===== config.mk =====
export PLATFORM = sky130hd
export DESIGN_NAME = wdt_timer
export DESIGN_NICKNAME = d
export VERILOG_FILES = /design/src/rtl/wdt_pkg.sv /design/src/rtl/wdt_count.sv /design/src/rtl/wdt_flag.sv /design/src/rtl/wdt_regs.sv /design/src/rtl/wdt_timer.sv
export SDC_FILE = /design/constraint.sdc
export NUM_CORES = 1
export LEC_CHECK = 0
export BUFFER_PORTS_ARGS = -buffer_cell sky130_fd_sc_hd__clkbuf_2
export CAP_MARGIN = 20
export CORE_ASPECT_RATIO = 2
export CORE_MARGIN = 10
export CORE_UTILIZATION = 35
export CTS_CLUSTER_SIZE = 28
export DETAILED_ROUTE_END_ITERATION = 7
export PLACE_DENSITY = 0.53
export REMOVE_ABC_BUFFERS = 1
export SLEW_MARGIN = 20
export SYNTH_ARGS = -nofsm -noshare
export SYNTH_HDL_FRONTEND = slang
export SYNTH_SLANG_ARGS = --single-unit

===== constraint.sdc =====
create_clock -name clk -period 2.72 [get_ports clk]
set_input_delay 0.136 -clock clk [delete_from_list [all_inputs] [get_ports clk]]
set_output_delay 0.136 -clock clk [all_outputs]
set_load 0.01 [all_outputs]

===== src/rtl/wdt_pkg.sv =====
package wdt_pkg;
  localparam int BUS_W = 8;
  localparam int AW    = 2;

  localparam logic [AW-1:0] A_CTRL = 2'd0;
  localparam logic [AW-1:0] A_CNT  = 2'd1;
  localparam logic [AW-1:0] A_RSTC = 2'd2;

  // bit positions software relies on
  localparam int B_FLAG = 7;
  localparam int B_MODE = 6;
  localparam int B_RUN  = 5;
  localparam int B_REN  = 6;
  localparam int B_NMI  = 5;

  typedef struct packed {
    logic wdog;     // 1: watchdog, 0: interval
    logic run;      // count enable
    logic rst_en;   // reset routing allowed
    logic nmi_sel;  // route watchdog overflow to NMI
  } cfg_t;
endpackage


===== src/rtl/wdt_count.sv =====
module wdt_count #(
  parameter int W = 8
) (
  input  logic         clk,
  input  logic         rst_n,
  input  logic         tick_i,
  input  logic         run_i,
  input  logic         load_i,
  input  logic [W-1:0] load_val_i,
  input  logic         zero_i,
  output logic [W-1:0] cnt_o,
  output logic         wrap_o
);
  logic [W-1:0] cnt_q;
  logic         step;

  assign step   = run_i && tick_i && !load_i && !zero_i;
  assign wrap_o = step && (&cnt_q);
  assign cnt_o  = cnt_q;

  always_ff @(posedge clk or negedge rst_n) begin
    if (!rst_n)      cnt_q <= '0;
    else if (zero_i) cnt_q <= '0;
    else if (load_i) cnt_q <= load_val_i;
    else if (step)   cnt_q <= cnt_q + 1'b1;
  end
endmodule


===== src/rtl/wdt_flag.sv =====
module wdt_flag #(
  parameter int READS_NEEDED   = 2,
  parameter bit STOP_CLEARS    = 1'b1
) (
  input  logic clk,
  input  logic rst_n,
  input  logic set_i,
  input  logic rd_ctrl_i,
  input  logic wr_zero_i,
  input  logic stop_i,
  input  logic sys_clr_i,
  output logic flag_o,
  output logic armed_o
);
  localparam int TW = $clog2(READS_NEEDED + 1);

  logic [TW-1:0] seen_q;
  logic          flag_q;
  logic          clr;

  assign armed_o = (seen_q >= TW'(READS_NEEDED));
  assign clr     = sys_clr_i || (wr_zero_i && armed_o) || (STOP_CLEARS && stop_i);
  assign flag_o  = flag_q;

  always_ff @(posedge clk or negedge rst_n) begin
    if (!rst_n)      flag_q <= 1'b0;
    else if (set_i)  flag_q <= 1'b1;
    else if (clr)    flag_q <= 1'b0;
  end

  // tally of reads that returned the flag as set
  always_ff @(posedge clk or negedge rst_n) begin
    if (!rst_n)                                   seen_q <= '0;
    else if (clr || !flag_q)                      seen_q <= '0;
    else if (rd_ctrl_i && !armed_o)               seen_q <= seen_q + 1'b1;
  end
endmodule


===== src/rtl/wdt_regs.sv =====
module wdt_regs
  import wdt_pkg::*;
#(
  parameter int W = BUS_W
) (
  input  logic          clk,
  input  logic          rst_n,
  input  logic          wr_i,
  input  logic          rd_i,
  input  logic [AW-1:0] addr_i,
  input  logic [2:0]    wd_hi_i,   // write data bits 7..5
  input  logic          flag_i,
  input  logic [W-1:0]  cnt_i,
  output cfg_t          cfg_o,
  output logic          rd_ctrl_o,
  output logic          wr_zero_o,
  output logic          stop_o,
  output logic          load_o,
  output logic [W-1:0]  rdata_o
);
  cfg_t cfg_q;
  logic wr_ctrl, wr_rstc;

  assign wr_ctrl   = wr_i && (addr_i == A_CTRL);
  assign wr_rstc   = wr_i && (addr_i == A_RSTC);
  assign load_o    = wr_i && (addr_i == A_CNT);
  assign rd_ctrl_o = rd_i && (addr_i == A_CTRL);
  assign wr_zero_o = wr_ctrl && !wd_hi_i[B_FLAG-5];
  assign stop_o    = wr_ctrl && !wd_hi_i[B_RUN-5];
  assign cfg_o     = cfg_q;

  always_ff @(posedge clk or negedge rst_n) begin
    if (!rst_n) begin
      cfg_q <= '0;
    end else begin
      if (wr_ctrl) begin
        cfg_q.wdog <= wd_hi_i[B_MODE-5];
        cfg_q.run  <= wd_hi_i[B_RUN-5];
      end
      if (wr_rstc) begin
        cfg_q.rst_en  <= wd_hi_i[B_REN-5];
        cfg_q.nmi_sel <= wd_hi_i[B_NMI-5];
      end
    end
  end

  always_comb begin
    rdata_o = '0;
    case (addr_i)
      A_CTRL: begin
        rdata_o[B_FLAG] = flag_i;
        rdata_o[B_MODE] = cfg_q.wdog;
        rdata_o[B_RUN]  = cfg_q.run;
      end
      A_CNT:  rdata_o = cnt_i;
      A_RSTC: begin
        rdata_o[B_REN] = cfg_q.rst_en;
        rdata_o[B_NMI] = cfg_q.nmi_sel;
      end
      default: rdata_o = '0;
    endcase
  end
endmodule


===== src/rtl/wdt_timer.sv =====
module wdt_timer
  import wdt_pkg::*;
#(
  parameter int READS_NEEDED = 2,
  parameter bit STOP_CLEARS  = 1'b1
) (
  input  logic             clk,
  input  logic             rst_n,
  input  logic             tick_i,
  input  logic             bus_wr_i,
  input  logic             bus_rd_i,
  input  logic [AW-1:0]    bus_addr_i,
  input  logic [BUS_W-1:0] bus_wdata_i,
  output logic [BUS_W-1:0] bus_rdata_o,
  output logic             irq_o,
  output logic             nmi_o,
  output logic             rst_req_o
);
  cfg_t             cfg;
  logic             rd_ctrl, wr_zero, stop, load;
  logic [BUS_W-1:0] cnt;
  logic             wrap;
  logic             flag, armed;
  logic             rst_req_q;

  wdt_regs #(.W(BUS_W)) u_regs (
    .clk(clk), .rst_n(rst_n), .wr_i(bus_wr_i), .rd_i(bus_rd_i),
    .addr_i(bus_addr_i), .wd_hi_i(bus_wdata_i[7:5]), .flag_i(flag),
    .cnt_i(cnt), .cfg_o(cfg), .rd_ctrl_o(rd_ctrl), .wr_zero_o(wr_zero),
    .stop_o(stop), .load_o(load), .rdata_o(bus_rdata_o)
  );

  wdt_count #(.W(BUS_W)) u_count (
    .clk(clk), .rst_n(rst_n), .tick_i(tick_i), .run_i(cfg.run),
    .load_i(load), .load_val_i(bus_wdata_i), .zero_i(stop),
    .cnt_o(cnt), .wrap_o(wrap)
  );

  wdt_flag #(.READS_NEEDED(READS_NEEDED), .STOP_CLEARS(STOP_CLEARS)) u_flag (
    .clk(clk), .rst_n(rst_n), .set_i(wrap), .rd_ctrl_i(rd_ctrl),
    .wr_zero_i(wr_zero), .stop_i(stop), .sys_clr_i(rst_req_q),
    .flag_o(flag), .armed_o(armed)
  );

  always_ff @(posedge clk or negedge rst_n) begin
    if (!rst_n) rst_req_q <= 1'b0;
    else        rst_req_q <= wrap && cfg.wdog && cfg.rst_en && !cfg.nmi_sel;
  end

  assign rst_req_o = rst_req_q;
  assign irq_o     = flag && !cfg.wdog;
  assign nmi_o     = flag && cfg.wdog && cfg.nmi_sel;
endmodule


* Word-level counts from Yosys, hierarchy flattened
Index checks and enable logic that the tools add are counted.
Word-level totals: output and inout port bits 11, memory bits (read-only) 0, input bits 15, latch bits 0, bits in registers 16, logic and storage cells 57, memories kept 0, bits in writable memories 0
Cells by class: reduce and logical (&&, ||, !) cells 34, order comparisons 1, div/mod/pow operators 0, bitwise logic cells 0, add/subtract/negate cells 2, shift operators 0, multipliers 0, mux-type cells 10, equal/unequal tests 2
Operators with widths (number):
- 8-bit two-way mux | 3
- 1-bit logical AND | 18
- 8-bit by 1-bit adder with 8-bit output (second input constant) | 1
- 1-bit zero test | 8
- 8-bit AND reduction | 1
- 2-bit case mux with 3 select lines | 1
- 5-bit two-way mux | 1
- 2-bit two-way mux | 2
- 2-bit nonzero test | 2
- 1-bit logical OR | 3
- 3-bit nonzero test | 1
- 2-bit by 1-bit adder with 2-bit output (second input constant) | 1
- 2-bit by 1-bit equality test with 1-bit output (second input constant) | 1
- 2-bit equality test (second input constant) | 1
- 2-bit >= comparator (second input constant) | 1
- 2-bit zero test | 1
- 1-bit two-way mux | 2
- 1-bit case mux with 2 select lines | 1

* Depth between registers and ports, before layout
Gate-level depths: netlist of run 1.
word-level depth 9, mapped depth 7, mapped depth without buffers 6

* Hierarchy
Synthesis of run 1 repeated with hierarchy kept, for this count alone.
Second synthesis, totals: cell total of the unflattened synthesis 105, area total of the unflattened synthesis 1018.5 sq um
Modules (own cells, without submodules):
- wdt_count | area an instance 490.5 sq um, instances 1, seq. area each 200.2 sq um, cells an instance 56
- wdt_regs | area an instance 329.1 sq um, instances 1, seq. area each 100.1 sq um, cells an instance 29
- wdt_flag | area an instance 148.9 sq um, instances 1, seq. area each 75.1 sq um, cells an instance 16
- wdt_timer | area an instance 50.0 sq um, instances 1, seq. area each 25.0 sq um, cells an instance 4

* Least setup slack after synthesis of run 1
OpenSTA, ideal clock, no wires.
kind flip-flop to flip-flop, start register u_count.cnt_q[0], in the netlist u_count.cnt_o[0], end register rst_req_q, in the netlist rst_req_o, data arrival time 1383 ps, data required time 2640 ps, cell stages (with the launch flop) 5, setup time 80 ps, setup slack 1257 ps, clock period less this slack 1463 ps, path buffers 0, cell sequence dfrtp_1 -> ha_1 -> nand3_1 -> or4_4 -> nor3_2
On the way: longest elaborated chain between the ends 5
Ends and longest elaborated chain:
- start, declared | line wdt_count.sv:14 | logic [W-1:0] cnt_q;
- start signal, assigned | line wdt_count.sv:24 | else if (load_i) cnt_q <= load_val_i;
- start signal, assigned | line wdt_count.sv:25 | else if (step) cnt_q <= cnt_q + 1'b1;
- 8-bit AND reduction | line wdt_count.sv:18 | assign wrap_o = step && (&cnt_q);
- 1-bit logical AND | line wdt_count.sv:18
- 1-bit logical AND (3 in a row) | line wdt_timer.sv:47 | else rst_req_q <= wrap && cfg.wdog && cfg.rst_en && !cfg.nmi_sel;
- end signal, assigned | line wdt_timer.sv:47
- end, declared | line wdt_timer.sv:24 | logic rst_req_q;
Every way passes these cells. A chain may end at the register's enable or synchronous reset.

* Worst setup path in the final report of run 1
Same ends and word-level chain as after synthesis.

==> run_results.csv, run 1 <==
group,metric,value,unit
die,coreArea,2740,µm²
global_route,first_global_vias,1007,
die,start_util,0.364,
timing,fmax,637,MHz
routing,drt-total-wl,2840,µm
power,power_frac_comb,0.232,
routing,met3_length,189,µm
global_route,antenna_found_initial,0,
global_route,grt_pass1_wl,4820,µm
yosys,synth_common_cells,"dfrtp_1 (16), nor2_1 (11), o21ai_0 (10)",
timing,period_share,0.577,
global_route,grt_max_degree,17,
power,irDropWorstVdd,0.000349,V
worst_setup_path,r2r_cells,4,
yosys,ys_seq_elements,16,
clocking,numCtsBuffers,3,
global_route,gr-usage-all-layers,0.110,
yosys,ys_top_cells_by_area,"dfrtp_1 (40%), o21ai_0 (5.0%), mux2_2 (4.5%), nor2_1 (4.1%), mux2i_1 (4.0%)",
yosys,synth_edf_count,0,
worst_hold_path,min_to,"u_flag.seen_q[1]$_DFFE_PN0P_",
timing,slew_viol_final,0,
timing,rsz0062_at_grt,"false",
clocking,cts_setup_buffers,0,
worst_hold_path,hold_depth,3,
yosys,syn_area_per_cell,9.23,µm²
timing,setup_viol,0,
final_layout,syn_to_final_growth,20.7,%
worst_setup_path,r2r_slack,1150,ps
worst_hold_path,min-delay-start,"bus_rd_i",
die,die_y,95.5,µm
worst_setup_path,critPathMaxFanout,5,
routing,dr.pass1.iters,4,
flow_run,drv_cap,0,
outcome,status,"finished, final reports clean",
yosys,yosysWarnings,0,
routing,num_vias,892,
worst_setup_path,critical_path_class,"reg -> reg",
yosys,synth_largest_area_cell,"dfrtp_1",
final_layout,antenna_cells,0,
placement,dp_hpwl,2280,µm
final_layout,drive_gt1_frac,0.289,
timing,worstMarginPinSlew,739,ps
power,switching_share,0.306,
routing,wl_met1,1080,µm
clocking,htree_levels,1,
clocking,ctsResizeCount,0,
yosys,yosysTopAreaCellShare,0.402,
timing,skew,6.91,ps
yosys,ys_types,35,
die,fp.dieW,57.7,µm
power,seqPwrFrac,0.461,
placement,io_buffers,25,
final_layout,postLayoutCellArea,1200,µm²
clocking,hold_buffers,1,
routing,drc_errors,0,
worst_setup_path,required,2900,ps
placement,place_area,1140,µm²
yosys,async_flop_share,1.00,
die,io_pins,26,
clocking,cts_tree,"built",
routing,top_layer,"met4",
timing,tns,0,ps
yosys,ys_seq_area_frac,0.402,
timing,hold_viol_final,0,
worst_setup_path,critPathLaunchType,"flip-flop",
final_layout,nets,153,
yosys,synthesis.area,997,µm²
worst_setup_path,r2r_end,"rst_req_o$_DFF_PN0_",
worst_setup_path,cp_data_arrival_time,1750,ps
routing,ant_nets,0,
worst_setup_path,crit_path_end_kind,"flip-flop",
global_route,grt_overflow,0,
clocking,clockRootBuffer,"clkbuf_8",
clocking,clk_latency,250,ps
routing,drt_iter0_drc,17,
power,power_switching,0.000211,W
worst_setup_path,worst_r2r_startpoint,"u_count.cnt_o[0]$_DFFE_PN0P_",
timing,slew_headroom,0.505,
placement,place_congestion,0.827,
clocking,cts.sinks,16,
clocking,path_clk_slew,70,ps
routing,routedWlPerCell,17.3,µm
power,leakage,0.547,nW
power,clkPwrFrac,0.307,
worst_hold_path,hold_class,"in -> reg",
routing,via_per_inst,5.44,
clocking,clk_path_buf_depth,2,
yosys,synth_most_common_cell,"dfrtp_1",
routing,wl_met2,1530,µm
yosys,synth_cells,108,
die,dieArea,5510,µm²
power,powerDensity,572,nW/µm²
power,p_int,0.000478,W
yosys,synth_ff_type,"dfrtp_1",
timing,period_minus_slack,1570,ps
die,rows,27,
-- cell families (layout without fill, tap and decap cells) --
kind of cell    count (synthesis)  in the layout  synth area share
simple gates                   44             44             0.247
mux                             8              8            0.0853
xor+xnor                        1              1           0.00878
fa+ha+maj                       2              2            0.0251
flops                          16             16             0.402
compound gates                 29             29             0.193
buf+inv                         8             35            0.0389
-- power by group through the flow --
stage	combinational (W)	sequential (W)	clock, W
floorplan	0.000106	0.000307	0
global placement	0.000159	0.000322	0
detailed placement	0.000162	0.000323	0
CTS	0.000164	0.000319	0.000220
global route	0.000184	0.000326	0.000229
finish	0.000160	0.000317	0.000212
-- placed cells by master, fill, tap and decap left out, types with 2 or more instances in the layout --
cell type and count:
clkbuf_2 25, dfrtp_1 16, nor2_1 11, o21ai_0 10
nand2_1 9, a21oi_1 7, inv_1 5, and2_1 5
mux2i_1 4, nor4_1 4, o2bb2ai_1 4, mux2_2 4
clkbuf_8 4, nand3_1 2, o22ai_1 2, nor3_1 2
o221ai_1 2, ha_1 2
-- state kept, by name (all words and copies together) (netlist names) --
signal and flops:
u_regs.cfg_o 4, u_flag.flag_o 1, rst_req_o 1, u_flag.seen_q 2, u_count.cnt_o 8
-- metrics by stage --
| step | instances | utilization | worst slack [ps] | hold slack (ps) | total power (W) |
|---|---|---|---|---|---|
| floorplan | 105 | - | 1260 | -160 | 0.000413 |
| global placement | 159 | 0.416 | 1130 | 89.6 | 0.000482 |
| detailed placement | 159 | 0.416 | 1150 | 94.2 | 0.000485 |
| CTS | 164 | 0.440 | 1150 | 165 | 0.000702 |
| global route | 164 | 0.440 | 978 | 167 | 0.000738 |
| finish | 164 | 0.440 | 1150 | 166 | 0.000688 |
-- cell type report --
type,instances,area [µm²]
well taps,29,36.3
flip-flops and latches,16,400
inverters,5,18.8
multi-input cells,84,558
clock buffers,4,55.1
repair buffers,26,135
fillers,276,1530
-- metal layers --
layer / vias up / track usage
met2: 30 / 0.201
met4: 0 / 0.0531
met3: 2 / 0.0346
met1: 412 / 0.108
li1: 448 / -
met5: - / 0
-- worst max-delay path by stage --
stage                                       startpoint                           end  slack (ps)  cells after the start
final                     u_count.cnt_o[0]$_DFFE_PN0P_           rst_req_o$_DFF_PN0_        1150                      4
after global routing       u_regs.cfg_o[2]$_DFFE_PN0N_  u_count.cnt_o[4]$_DFFE_PN0P_         980                      3
after CTS                 u_count.cnt_o[0]$_DFFE_PN0P_           rst_req_o$_DFF_PN0_        1150                      4
after detailed placement                 bus_addr_i[1]  u_count.cnt_o[3]$_DFFE_PN0P_        1150                      5
after global placement     u_regs.cfg_o[2]$_DFFE_PN0N_  u_count.cnt_o[3]$_DFFE_PN0P_        1130                      3
after floorplan           u_count.cnt_o[0]$_DFFE_PN0P_           rst_req_o$_DFF_PN0_        1260                      4
-- worst max-delay path, stage by stage, from the launching register on --
cell and delay [ps]:
dfrtp_1 400, ha_1 190, nand3_1 170, or4_4 580, nor3_2 150
(Power assumes the default switching activity.)
==> run 2: changes to the inputs <==
--- a/config.mk
+++ b/config.mk
@@ -12,7 +12,7 @@
 export CORE_UTILIZATION = 35
 export CTS_CLUSTER_SIZE = 28
 export DETAILED_ROUTE_END_ITERATION = 7
-export PLACE_DENSITY = 0.53
+export PLACE_DENSITY = 0.55
 export REMOVE_ABC_BUFFERS = 1
 export SLEW_MARGIN = 20
 export SYNTH_ARGS = -nofsm -noshare
==> constraint.sdc (replaced) <==
create_clock -name clk -period 1.35 [get_ports clk]
set_input_delay 0.0675 -clock clk [delete_from_list [all_inputs] [get_ports clk]]
set_output_delay 0.0675 -clock clk [all_outputs]
set_load 0.01 [all_outputs]
==> run 2 against run 1 <==
  * The flow now finishes with violations (negative setup slack)
  * Fmax increased by 13%
  * Flip-flop and latch count did not move
  * Combinational power grew to 3.0 times the previous value
  * Highest routed layer unchanged
  * Critical endpoint unchanged
==> run_results.csv, run 2 (synthesis results as in run 1) <==
group,metric,value,unit
outcome,status,"complete, but fails checks",
outcome,violations,"negative setup slack",
timing,skew,6.05,ps
die,start_util,0.364,
clocking,path_clk_slew,70,ps
final_layout,layout_commonest_cell,"clkbuf_2",
worst_hold_path,min_to,"u_regs.cfg_o[3]$_DFFE_PN0N_",
timing,layout_setup_ws,-35.0,ps
timing,slew_headroom,0.719,
timing,hold_viol_final,0,
die,dieArea,5510,µm²
routing,drt_iter0_drc,27,
worst_hold_path,hold_depth,2,
routing,dr.pass1.iters,4,
clocking,clk_path_buf_depth,2,
clocking,cts.sinks,16,
power,leakage,0.637,nW
timing,slew_viol_final,0,
worst_setup_path,critPathMaxFanout,5,
global_route,first_global_vias,1090,
worst_setup_path,critPathLaunchType,"flip-flop",
routing,drt-total-wl,3120,µm
power,powerDensity,1090,nW/µm²
final_layout,postLayoutCellArea,1410,µm²
final_layout,antenna_cells,0,
worst_setup_path,critical_path_class,"reg -> reg",
routing,ant_nets,0,
placement,place_area,1250,µm²
timing,period_minus_slack,1380,ps
global_route,antenna_found_initial,0,
worst_setup_path,r2r_cells,3,
routing,drc_errors,0,
clocking,clk_latency,250,ps
final_layout,nets,170,
final_layout,drive_gt1_frac,0.441,
worst_hold_path,hold_class,"in -> reg",
worst_setup_path,cpPeakStageDelay,550,ps
placement,place_congestion,0.893,
die,coreArea,2740,µm²
final_layout,layout_common_cells,"clkbuf_2 (25), buf_4 (16), dfrtp_1 (16)",
flow_run,drv_cap,0,
placement,io_buffers,25,
clocking,clockRootBuffer,"clkbuf_8",
worst_setup_path,cp_data_arrival_time,1560,ps
power,irDropWorstVdd,0.000731,V
worst_setup_path,path_buf_inv,0,
die,die_y,95.5,µm
worst_setup_path,r2r_end,"rst_req_o$_DFF_PN0_",
worst_setup_path,cpMaxStageDelayCell,"or4_4",
placement,dp_hpwl,2390,µm
global_route,grt_pass1_wl,5080,µm
worst_setup_path,path_cells,"nand2_1, or4_4, nor3_2",
die,fp.dieW,57.7,µm
clocking,numCtsBuffers,3,
global_route,grt_max_degree,17,
clocking,htree_levels,1,
final_layout,largest_reg_flops,8,
worst_setup_path,required,1520,ps
die,io_pins,26,
routing,via_per_inst,5.54,
global_route,gr-usage-all-layers,0.115,
timing,rsz0062_at_grt,"true",
timing,setup_viol,1,
power,power.total,0.00153,W
timing,period_share,1.03,
die,rows,27,
worst_setup_path,crit_path_end_kind,"flip-flop",
timing,tns,-35.0,ps
worst_setup_path,critPathTopFamily,"simple AND/OR/NAND/NOR gates",
timing,worstMarginPinSlew,421,ps
worst_setup_path,worst_r2r_startpoint,"u_count.cnt_o[6]$_DFFE_PN0P_",
routing,num_vias,1003,
worst_setup_path,r2r_slack,-30,ps
global_route,grt_overflow,0,
clocking,cts_tree,"built",
final_layout,syn_to_final_growth,40.9,%
worst_hold_path,min-delay-start,"bus_wdata_i[6]",
placement,pre_cts_ws,-72.7,ps
timing,fmax,722,MHz
routing,routedWlPerCell,17.2,µm
## run 2: worst max path at each step
stage	cells after the start	from	to	slack (ps)
finish	3	u_count.cnt_o[6]$_DFFE_PN0P_	rst_req_o$_DFF_PN0_	-30
global route	4	u_regs.cfg_o[2]$_DFFE_PN0N_	rst_req_o$_DFF_PN0_	-100
global placement	5	bus_addr_i[1]	u_count.cnt_o[2]$_DFFE_PN0P_	-40
floorplan	4	u_count.cnt_o[0]$_DFFE_PN0P_	rst_req_o$_DFF_PN0_	-110
detailed placement	4	u_count.cnt_o[1]$_DFFE_PN0P_	rst_req_o$_DFF_PN0_	-70
CTS	4	u_count.cnt_o[1]$_DFFE_PN0P_	rst_req_o$_DFF_PN0_	-30
## run 2: timing repair
item | 4_1_cts | 5_1_grt
hold endpoints to repair | 16 | 0
pin swaps | 3 | 11
resized for setup | 2 | 16
endpoints found under the setup margin | 7 | 10
setup buffers | 0 | 2
hold buffers | 1 | 0
## run 2: through the flow
stage | cells | util | hold WS (ps)
finish | 181 | 0.513 | 86.0
global route | 181 | 0.513 | 94.2
CTS | 179 | 0.483 | 91.9
detailed placement | 174 | 0.457 | 16.7
global placement | 174 | 0.457 | 16.0
floorplan | 105 | - | -228
## run 2: power breakdown
part	switching, W	internal (W)	total, W
clock	0.000171	0.000259	0.000430
combinational	0.000237	0.000247	0.000484
sequential	0.0000654	0.000551	0.000617
total	0.000474	0.00106	0.00153
## run 2: metal layers
layer | vias up | wire length (µm) | GRT usage
met5 | - | 0 | 0
met4 | 0 | 68 | 0.0630
met3 | 6 | 185 | 0.0333
met2 | 34 | 1730 | 0.209
met1 | 481 | 1140 | 0.113
li1 | 482 | - | -
## run 2: area by class of cell
cell class                 count  area (µm²)
sequential                    16         400
timing repair buffer          43         267
clock buffer                   4        55.1
multi-input combinational     84         628
tap                           29        36.3
inverter                       5        18.8
fill                         273        1330
==> run 3: changes to the inputs <==
--- a/config.mk
+++ b/config.mk
@@ -12,6 +12,7 @@
 export CORE_UTILIZATION = 35
 export CTS_CLUSTER_SIZE = 28
 export DETAILED_ROUTE_END_ITERATION = 7
+export GPL_TIMING_DRIVEN = 0
 export PLACE_DENSITY = 0.55
 export REMOVE_ABC_BUFFERS = 1
 export SLEW_MARGIN = 20
==> constraint.sdc (replaced) <==
create_clock -name clk -period 1.35 [get_ports clk]
set_input_delay 0.2025 -clock clk [delete_from_list [all_inputs] [get_ports clk]]
set_output_delay 0.2025 -clock clk [all_outputs]
set_load 0.01 [all_outputs]
==> run 3 against run 2 <==
  * The flow still finishes with violations (negative setup slack)
  * Fmax is 0.79% higher
  * Sequential power is 4.7% higher
  * Final area is 6.2% lower
  * First-iteration DRC count is 44% lower
  * Critical path depth is 1 higher
  * Utilization is 3.2 points lower
  * Wire length is 9.4% lower
  * Critical endpoint unchanged
  * Largest cell class unchanged
  * Largest power group unchanged
  * Highest routed layer unchanged
==> run_results.csv, run 3 (synthesis results as in run 1) <==
group,metric,value,unit
placement,place_area,1140,µm²
worst_setup_path,r2r_slack,-20,ps
final_layout,postLayoutCellArea,1320,µm²
worst_setup_path,worst_r2r_startpoint,"u_regs.cfg_o[2]$_DFFE_PN0N_",
placement,place_congestion,0.812,
final_layout,syn_to_final_growth,32.1,%
die,rows,27,
timing,period_share,1.02,
global_route,grt_max_degree,17,
timing,rsz0062_at_grt,"true",
worst_setup_path,crit_path_end_kind,"flip-flop",
placement,dp_hpwl,2140,µm
timing,setup_viol,1,
worst_setup_path,critPathMaxFanout,5,
die,fp.dieW,57.7,µm
power,p_int,0.00103,W
global_route,first_global_vias,1048,
worst_hold_path,hold_depth,2,
final_layout,antenna_cells,0,
routing,drt_iter0_drc,15,
placement,pre_cts_ws,-308,ps
worst_setup_path,r2r_end,"rst_req_o$_DFF_PN0_",
clocking,numCtsBuffers,3,
placement,placed_cells,159,
flow_run,drv_cap,0,
worst_hold_path,min_to,"u_regs.cfg_o[1]$_DFFE_PN0P_",
timing,layout_setup_ws,-24.1,ps
routing,routedWlPerCell,16.7,µm
global_route,grt_overflow,0,
clocking,htree_levels,1,
power,power_frac_comb,0.284,
clocking,clk_path_buf_depth,2,
global_route,antenna_found_initial,0,
worst_hold_path,hold_class,"in -> reg",
power,seqPwrFrac,0.432,
timing,fmax,728,MHz
die,coreArea,2740,µm²
placement,io_buffers,25,
die,start_util,0.364,
worst_setup_path,r2r_cells,4,
outcome,violations,"negative setup slack",
power,power.total,0.00150,W
die,dieArea,5510,µm²
final_layout,nets,158,
power,irDropWorstVdd,0.000651,V
timing,skew,4.75,ps
routing,ant_nets,0,
worst_setup_path,required,1520,ps
worst_setup_path,critPathLaunchType,"flip-flop",
worst_hold_path,min-delay-start,"bus_wdata_i[6]",
routing,drt-total-wl,2830,µm
timing,period_minus_slack,1370,ps
clocking,cts_tree,"built",
timing,slew_viol_final,0,
final_layout,layout_commonest_cell,"clkbuf_2",
power,switching_share,0.314,
worst_setup_path,path_cells,"nand2_2, o21bai_4, or4_4, nor3_2",
final_layout,final_cells,169,
global_route,grt_pass1_wl,4660,µm
timing,slew_headroom,0.681,
routing,dr.pass1.iters,4,
power,clkPwrFrac,0.284,
power,powerDensity,1140,nW/µm²
clocking,cts.sinks,16,
outcome,status,"complete, but fails checks",
clocking,path_clk_slew,70,ps
die,die_y,95.5,µm
routing,num_vias,941,
worst_setup_path,cp_data_arrival_time,1550,ps
worst_setup_path,cpMaxStageDelayCell,"or4_4",
clocking,clk_latency,250,ps
worst_setup_path,cpPeakStageDelay,500,ps
power,power_switching,0.000469,W
power,leakage,0.580,nW
routing,drc_errors,0,
die,io_pins,26,
clocking,clockRootBuffer,"clkbuf_8",
routing,via_per_inst,5.57,
final_layout,fill_cells,276,
final_layout,drive_gt1_frac,0.379,
final_layout,largest_reg_flops,8,
worst_setup_path,critical_path_class,"reg -> reg",
final_layout,layout_common_cells,"clkbuf_2 (25), dfrtp_1 (16), nor2_1 (10)",
timing,hold_viol_final,0,
timing,worstMarginPinSlew,476,ps
global_route,gr-usage-all-layers,0.104,
## run 3: timing repair
action                                  in CTS  in global routing
hold endpoints to repair                    16                  0
hold buffers                                 1                  0
buffers inserted                             3                  2
cloned                                       0                  0
resized for setup                            8                  9
endpoints found under the setup margin      12                 10
pin swaps                                    3                  7
## run 3: power groups by stage
stage | Clock, W | Combinational [W] | Sequential [W]
6_report | 0.000425 | 0.000425 | 0.000646
3_3_place_gp | 0 | 0.000311 | 0.000646
3_5_place_dp | 0 | 0.000323 | 0.000645
5_1_grt | 0.000467 | 0.000477 | 0.000657
2_1_floorplan | 0 | 0.000214 | 0.000618
4_1_cts | 0.000442 | 0.000401 | 0.000645
## run 3: critical path: cells and delay by family (launching register included)
| family | cells | cell delay, ps |
|---|---|---|
| and+or+nand+nor | 3 | 710 |
| DFF | 1 | 380 |
| AOI/OAI and AO/OA | 1 | 200 |
## run 3: routing by layer
layer / global-route usage / up-vias / routed length (µm)
met5: 0 / - / 0
met4: 0.0768 / 0 / 116
met3: 0.0333 / 9 / 183
met2: 0.181 / 29 / 1410
met1: 0.0992 / 444 / 1120
li1: - / 459 / -
## run 3: layout make-up
type                            count  area (µm²)  area share
Clock buffer                        4        55.1      0.0418
Inverter                            5        18.8      0.0142
Multi-Input combinational cell     84         634       0.481
Sequential cell                    16         400       0.304
Tap cell                           29        36.3      0.0275
Timing Repair Buffer               31         173       0.131
## run 3: worst max-delay path by stage
stage | to | slack, ps | from | cells after the start
floorplan | rst_req_o$_DFF_PN0_ | -110 | u_count.cnt_o[0]$_DFFE_PN0P_ | 4
global placement | rst_req_o$_DFF_PN0_ | -300 | u_count.cnt_o[0]$_DFFE_PN0P_ | 4
detailed placement | u_count.cnt_o[0]$_DFFE_PN0P_ | -310 | bus_addr_i[1] | 5
CTS | rst_req_o$_DFF_PN0_ | -100 | u_regs.cfg_o[2]$_DFFE_PN0N_ | 4
global route | rst_req_o$_DFF_PN0_ | -70 | u_regs.cfg_o[2]$_DFFE_PN0N_ | 4
finish | rst_req_o$_DFF_PN0_ | -20 | u_regs.cfg_o[2]$_DFFE_PN0N_ | 4
## run 3: per-stage QoR
step | utilization | TNS (ps) | hold slack (ps)
after floorplan | - | -132 | -93.1
final | 0.481 | -24.1 | 228
after CTS | 0.463 | -169 | 216
after global routing | 0.481 | -159 | 230
after global placement | 0.416 | -2550 | 158
after detailed placement | 0.416 | -2860 | 161
